[config.mk]
export PLATFORM = sky130hd
export DESIGN_NAME = packed_attr_unpacker
export DESIGN_NICKNAME = d
export VERILOG_FILES = /design/src/rtl/attr_unpack_pkg.sv /design/src/rtl/attr_unpack_ctrl.sv /design/src/rtl/attr_unpack_datapath.sv /design/src/rtl/packed_attr_unpacker.sv
export SDC_FILE = /design/constraint.sdc
export NUM_CORES = 1
export LEC_CHECK = 0
export ABC_AREA = 1
export BUFFER_PORTS_ARGS = -buffer_cell sky130_fd_sc_hd__buf_2
export CAP_MARGIN = 20
export CORE_MARGIN = 3
export CORE_UTILIZATION = 35
export DETAILED_ROUTE_END_ITERATION = 10
export PLACE_DENSITY = 0.59
export SLEW_MARGIN = 20
export SYNTH_ARGS = -nofsm -noshare
export SYNTH_HDL_FRONTEND = slang
export SYNTH_SLANG_ARGS = --single-unit
[constraint.sdc]
create_clock -name clk -period 2.3 [get_ports clk]
set_input_delay 0.345 -clock clk [delete_from_list [all_inputs] [get_ports clk]]
set_output_delay 0.345 -clock clk [all_outputs]
set_load 0.03 [all_outputs]
[src/rtl/attr_unpack_pkg.sv]
package attr_unpack_pkg;
  localparam int WORD_W = 32;
  localparam int COMP_W = 24;
  localparam int WORDS_PER_VEC = 3;
  localparam int IDX_W = 5;
  localparam int SLOT_W = 4;
  localparam int IMM_INDEX = 15;
  localparam int CNT_W = $clog2(WORDS_PER_VEC);
  localparam int HOLD_N = WORDS_PER_VEC - 1;

  typedef enum logic [1:0] {
    DEST_TABLE = 2'd0,
    DEST_IMM   = 2'd1,
    DEST_DROP  = 2'd2
  } destKind_e;

  typedef struct packed {
    logic              take;
    logic [CNT_W-1:0]  pos;
    logic              emit;
    destKind_e         dest;
    logic [SLOT_W-1:0] addr;
    logic              last;
  } ctrlStrobe_t;

  typedef struct packed {
    logic [COMP_W-1:0] w;
    logic [COMP_W-1:0] z;
    logic [COMP_W-1:0] y;
    logic [COMP_W-1:0] x;
  } attrVec_t;
endpackage

[src/rtl/attr_unpack_ctrl.sv]
module attr_unpack_ctrl
  import attr_unpack_pkg::*;
(
  input  logic              clk,
  input  logic              rstN,
  input  logic              idxWrite,
  input  logic [IDX_W-1:0]  idxValue,
  input  logic              wordValid,
  input  logic [SLOT_W-1:0] maxAttr,
  output ctrlStrobe_t       strb,
  output logic              pipeResetReq
);
  localparam logic [CNT_W-1:0] LAST_POS = CNT_W'(WORDS_PER_VEC - 1);
  localparam logic [IDX_W-1:0] IMM_IDX = IDX_W'(IMM_INDEX);

  logic [CNT_W-1:0]  wordCnt;
  logic [IDX_W-1:0]  targetIdx;
  logic [SLOT_W-1:0] slotCnt;
  logic              resetReq;

  always_comb begin
    strb.take = wordValid && !idxWrite;
    strb.pos  = wordCnt;
    strb.emit = strb.take && (wordCnt == LAST_POS);
    if (targetIdx < IMM_IDX) begin
      strb.dest = DEST_TABLE;
      strb.addr = targetIdx[SLOT_W-1:0];
    end else if (targetIdx == IMM_IDX) begin
      strb.dest = DEST_IMM;
      strb.addr = slotCnt;
    end else begin
      strb.dest = DEST_DROP;
      strb.addr = '0;
    end
    strb.last = (strb.dest == DEST_IMM) && (slotCnt >= maxAttr);
  end

  always_ff @(posedge clk) begin
    if (!rstN) begin
      wordCnt   <= '0;
      targetIdx <= '0;
      slotCnt   <= '0;
      resetReq  <= 1'b0;
    end else if (idxWrite) begin
      targetIdx <= idxValue;
      wordCnt   <= '0;
      slotCnt   <= '0;
      resetReq  <= 1'b1;
    end else if (strb.take) begin
      wordCnt <= strb.emit ? '0 : wordCnt + 1'b1;
      if (strb.emit) begin
        case (strb.dest)
          DEST_TABLE: targetIdx <= targetIdx + 1'b1;
          DEST_IMM: begin
            if (strb.last) begin
              slotCnt  <= '0;
              resetReq <= 1'b0;
            end else begin
              slotCnt <= slotCnt + 1'b1;
            end
          end
          default: ;
        endcase
      end
    end
  end

  assign pipeResetReq = resetReq;

  assert_group_bound_R1: assert property (@(posedge clk) disable iff (!rstN)
    wordCnt <= LAST_POS);

  assert_index_clears_R9: assert property (@(posedge clk) disable iff (!rstN)
    idxWrite |=> (wordCnt == '0 && slotCnt == '0 && resetReq));

  assert_table_step_R5: assert property (@(posedge clk) disable iff (!rstN)
    (strb.emit && strb.dest == DEST_TABLE) |=> (targetIdx == $past(targetIdx) + 1'b1));

  assert_drop_keeps_R8: assert property (@(posedge clk) disable iff (!rstN)
    (strb.emit && strb.dest == DEST_DROP) |=> $stable(targetIdx));
endmodule

[src/rtl/attr_unpack_datapath.sv]
module attr_unpack_datapath
  import attr_unpack_pkg::*;
(
  input  logic              clk,
  input  logic              rstN,
  input  ctrlStrobe_t       strb,
  input  logic [WORD_W-1:0] wordData,
  input  logic              pipeResetReq,
  output attrVec_t          vecOut,
  output logic              tableWe,
  output logic [SLOT_W-1:0] tableAddr,
  output logic              immWe,
  output logic [SLOT_W-1:0] immSlot,
  output logic              vertexDone,
  output logic              dropErr
);
  logic [WORD_W-1:0] holdWord [HOLD_N];
  attrVec_t          unpacked;

  for (genvar g = 0; g < HOLD_N; g++) begin : gHold
    always_ff @(posedge clk) begin
      if (!rstN) holdWord[g] <= '0;
      else if (strb.take && strb.pos == CNT_W'(g)) holdWord[g] <= wordData;
    end
  end

  always_comb begin
    unpacked.w = holdWord[0][31:8];
    unpacked.z = {holdWord[0][7:0], holdWord[1][31:16]};
    unpacked.y = {holdWord[1][15:0], wordData[31:24]};
    unpacked.x = wordData[23:0];
  end

  always_ff @(posedge clk) begin
    if (!rstN) begin
      vecOut     <= '0;
      tableWe    <= 1'b0;
      tableAddr  <= '0;
      immWe      <= 1'b0;
      immSlot    <= '0;
      vertexDone <= 1'b0;
      dropErr    <= 1'b0;
    end else begin
      tableWe    <= strb.emit && strb.dest == DEST_TABLE;
      immWe      <= strb.emit && strb.dest == DEST_IMM;
      dropErr    <= strb.emit && strb.dest == DEST_DROP;
      vertexDone <= strb.emit && strb.last;
      if (strb.emit) begin
        vecOut    <= unpacked;
        tableAddr <= strb.addr;
        immSlot   <= strb.addr;
      end
    end
  end

  assert_one_dest_R6: assert property (@(posedge clk) disable iff (!rstN)
    $onehot0({tableWe, immWe, dropErr}));

  assert_done_with_imm_R7: assert property (@(posedge clk) disable iff (!rstN)
    vertexDone |-> immWe);

  assert_req_low_on_done_R10: assert property (@(posedge clk) disable iff (!rstN)
    vertexDone |-> !pipeResetReq);

  assert_table_range_R5: assert property (@(posedge clk) disable iff (!rstN)
    tableWe |-> (tableAddr < SLOT_W'(IMM_INDEX)));
endmodule

[src/rtl/packed_attr_unpacker.sv]
module packed_attr_unpacker
  import attr_unpack_pkg::*;
(
  input  logic              clk,
  input  logic              rstN,
  input  logic              idxWrite,
  input  logic [IDX_W-1:0]  idxValue,
  input  logic              wordValid,
  input  logic [WORD_W-1:0] wordData,
  input  logic [SLOT_W-1:0] maxAttr,
  output logic [COMP_W-1:0] attrX,
  output logic [COMP_W-1:0] attrY,
  output logic [COMP_W-1:0] attrZ,
  output logic [COMP_W-1:0] attrW,
  output logic              tableWe,
  output logic [SLOT_W-1:0] tableAddr,
  output logic              immWe,
  output logic [SLOT_W-1:0] immSlot,
  output logic              vertexDone,
  output logic              dropErr,
  output logic              pipeResetReq
);
  ctrlStrobe_t strb;
  attrVec_t    vecOut;

  attr_unpack_ctrl uCtrl (
    .clk(clk), .rstN(rstN), .idxWrite(idxWrite), .idxValue(idxValue),
    .wordValid(wordValid), .maxAttr(maxAttr), .strb(strb),
    .pipeResetReq(pipeResetReq)
  );

  attr_unpack_datapath uData (
    .clk(clk), .rstN(rstN), .strb(strb), .wordData(wordData),
    .pipeResetReq(pipeResetReq), .vecOut(vecOut), .tableWe(tableWe),
    .tableAddr(tableAddr), .immWe(immWe), .immSlot(immSlot),
    .vertexDone(vertexDone), .dropErr(dropErr)
  );

  assign attrX = vecOut.x;
  assign attrY = vecOut.y;
  assign attrZ = vecOut.z;
  assign attrW = vecOut.w;
endmodule

==> reports/qor.txt <==
H-tree levels = 4
core area = 18300 sq um
area of the multi-input gates = 1950 sq um
fin nets = 906
unrepaired setup endpoints after global routing = no
distinct cell type count after synthesis = 25
post-synth top area share = 34.8%
Clock Path Buffers = 2
share of synthesized flip-flops with an asynchronous set or reset = 0%
CP Max Fanout = 6
Setup crit end kind = flip-flop
top-count cell post-synth = nor2_1
vias in the first global route = 4671
# diodes = 0
HP Class = in2reg
Chip Width = 144 microns
top cells by area, synth = dfxtp_1 35%, edfxtp_1 29%, nor2_1 12%
via count = 5071
Cells after DPL = 1064
largest net degree at the start of global routing = 91
Synth warnings = 0
I/O Pins = 154
Cell Count, Final, Fillers Out = 1096
Hold Path End = uData.vecOut[6]
die area = 20800 sq um
Final GP Congestion = 0.869
met1 WL = 7350 microns
GR Util All Layers = 15.0%
Iteration-0 DRC Markers = 275
number of flops mapped to enable cells by yosys = 64
final WL = 15600 microns
required time worst endpoint = 2.60 ns
Least-Margin Pin Slew = 0.524 ns
count of input and output buffers = 153
Slowest-stage cell, CP = dfxtp_1
Final Setup Violations = 0
power density over the cells = 784 nW/um^2
placement row count = 49
worst vdd ir = 0.473 mV
Wirelength per Cell = 14.3 microns
post-layout util = 44.6%
CP peak stage delay = 0.41 ns
Top Layer Used = met5
max cap viols = 0
placed instance area = 7620 sq um
fin crit period = 1.81 ns
total CTS buffers = 17
initial core utilization = 36.4%
Mapped Area = 6680 sq um
Post-synth top cells = 210 x nor2_1, 116 x dfxtp_1, 70 x o21ai_0
Final Cycle Share = 78.7%
Slew Limit Fails = 0
area leader, netlist = dfxtp_1
syn nets = 766
vias per cell = 4.63
post-route cell area = 8180 sq um
met2 routed WL = 7130 microns
Mapped Cells = 714
dpl hpwl = 10000 microns
crit-path cells = ha_1 -> nand2_1 -> nor2_1 -> ha_1 -> inv_1 -> a21oi_2 -> nand2_1 -> o21ai_1 -> nor2_1
worst rel slew slack = 65.1%
insertion delay to the later sink of the worst-skew pair = 0.42 ns
Reg2Reg Depth = 9
Main synth FF type = dfxtp_1
cts repair resizes = 0
Worst setup SP type = flip-flop
register area = 4240 sq um
hold slack final = 0.200 ns
Final TNS setup = 0 ns
Post-CTS Setup Inserts = 0
r2r startpoint = uCtrl.targetIdx[1]
synthesized area per cell = 9.35 sq um
Sink Count = 180
CTS hold repair buffers = 0
ANT nets after route = 0
post-synthesis sequential area ratio = 63.6%
Fmax achieved = 553 MHz
CTS tree = done
layout cells sized above 1 = 23.4%
Layout fillers = 1815
WS Path Type = reg2reg
arrival time at the worst endpoint = 2.11 ns
outcome = completed
Crit Reg-Reg Endpoint = uCtrl.slotCnt[2]
flops & latches, synth = 180
metal3 WL = 1030 microns
DIE HEIGHT = 144 microns
final hold vios = 0
clock skew = 0.00631 ns
CTS clk-pin slew, worst paths = 0.07 ns
drt drc = 0
first-pass GRT wire length = 24300 microns
First-pass DRT Iterations = 4
Pleak = 4.00 nW
area delta synth->final = 22.4%
R2R Setup Slk = 0.49 ns
clk root buf = clkbuf_16
antenna violations before repair = 1
Min-Delay Path Depth = 3
Hold Startpoint = wordData[6]
grt total ovfl = 0
==> cell usage in the layout (no fill, tap or decap), types with 18 or more instances in the layout <==
cell       count
nor2_1       210
nand2_1       44
a21oi_1       43
o21ai_1       35
inv_1         54
clkbuf_16     18
dfxtp_1      116
o21ai_0       70
edfxtp_1      64
buf_2        153
==> registers in the layout (all words and copies together) (netlist names) <==
| register | cells |
|---|---|
| uData.vecOut | 96 |
| uData.holdWord | 64 |
| uCtrl.targetIdx | 5 |
| uCtrl.slotCnt | 4 |
| uData.tableAddr | 4 |
| uCtrl.wordCnt | 2 |
| uCtrl.pipeResetReq | 1 |
| uData.dropErr | 1 |
| uData.immWe | 1 |
| uData.tableWe | 1 |
| uData.vertexDone | 1 |
==> report_power, final <==
group	total (mW)	switching, mW	internal [mW]	leakage, nW
logic	0.241	0.162	0.0782	2.12
registers	3.39	0.0246	3.37	1.61
clock network	2.78	1.22	1.56	0.275
total	6.41	1.41	5.01	4.00
==> cell families (layout without fill, tap and decap cells) <==
kind of cell	after synthesis	in the layout	share of synthesized area, %
adders and majority gates	7	7	1.31
AOI/OAI and AO/OA	151	151	11.4
DFF	180	180	63.6
and+or+nand+nor	277	277	16.4
buffers and inverters	99	252	7.33
==> worst max-delay path by stage <==
stage,from,end,slack (ns)
4_1_cts,uCtrl.targetIdx[1],uCtrl.slotCnt[2],0.51
3_3_place_gp,idxWrite,uData.holdWord[0][9],0.46
2_1_floorplan,idxWrite,uData.holdWord[0][0],0.40
5_1_grt,uCtrl.targetIdx[1],uCtrl.slotCnt[3],0.30
3_5_place_dp,idxWrite,uData.holdWord[0][9],0.44
6_report,uCtrl.targetIdx[1],uCtrl.slotCnt[2],0.49
==> stage by stage <==
step,worst slack [ns],total power [mW]
after global placement,0.459,3.70
final,0.490,6.41
after global routing,0.295,6.63
after floorplan,0.405,3.59
after CTS,0.513,6.48
after detailed placement,0.443,3.71
==> per-layer routing <==
layer / global-route usage, % / vias to the layer above
met5: 0 / -
met4: 4.61 / 2
met3: 4.89 / 12
met2: 23.7 / 134
met1: 19.7 / 2316
li1: - / 2607
==> cell type report <==
| class | instances | share of cell area (%) |
|---|---|---|
| clock buffers | 21 | 5.65 |
| flip-flops and latches | 180 | 51.9 |
| multi-input cells | 435 | 23.8 |
| repair buffers | 164 | 11.3 |
| inverters | 56 | 2.60 |
| well taps | 229 | 3.50 |
| clock inverters | 11 | 1.19 |
==> worst max-delay path: cells and delay by family, from the launching register on <==
kind | cells | cell delay (ns)
simple gates | 4 | 0.36
flops | 1 | 0.41
buf+inv | 1 | 0.06
fa+ha+maj | 2 | 0.39
compound gates | 2 | 0.48
(Power assumes the default switching activity.)
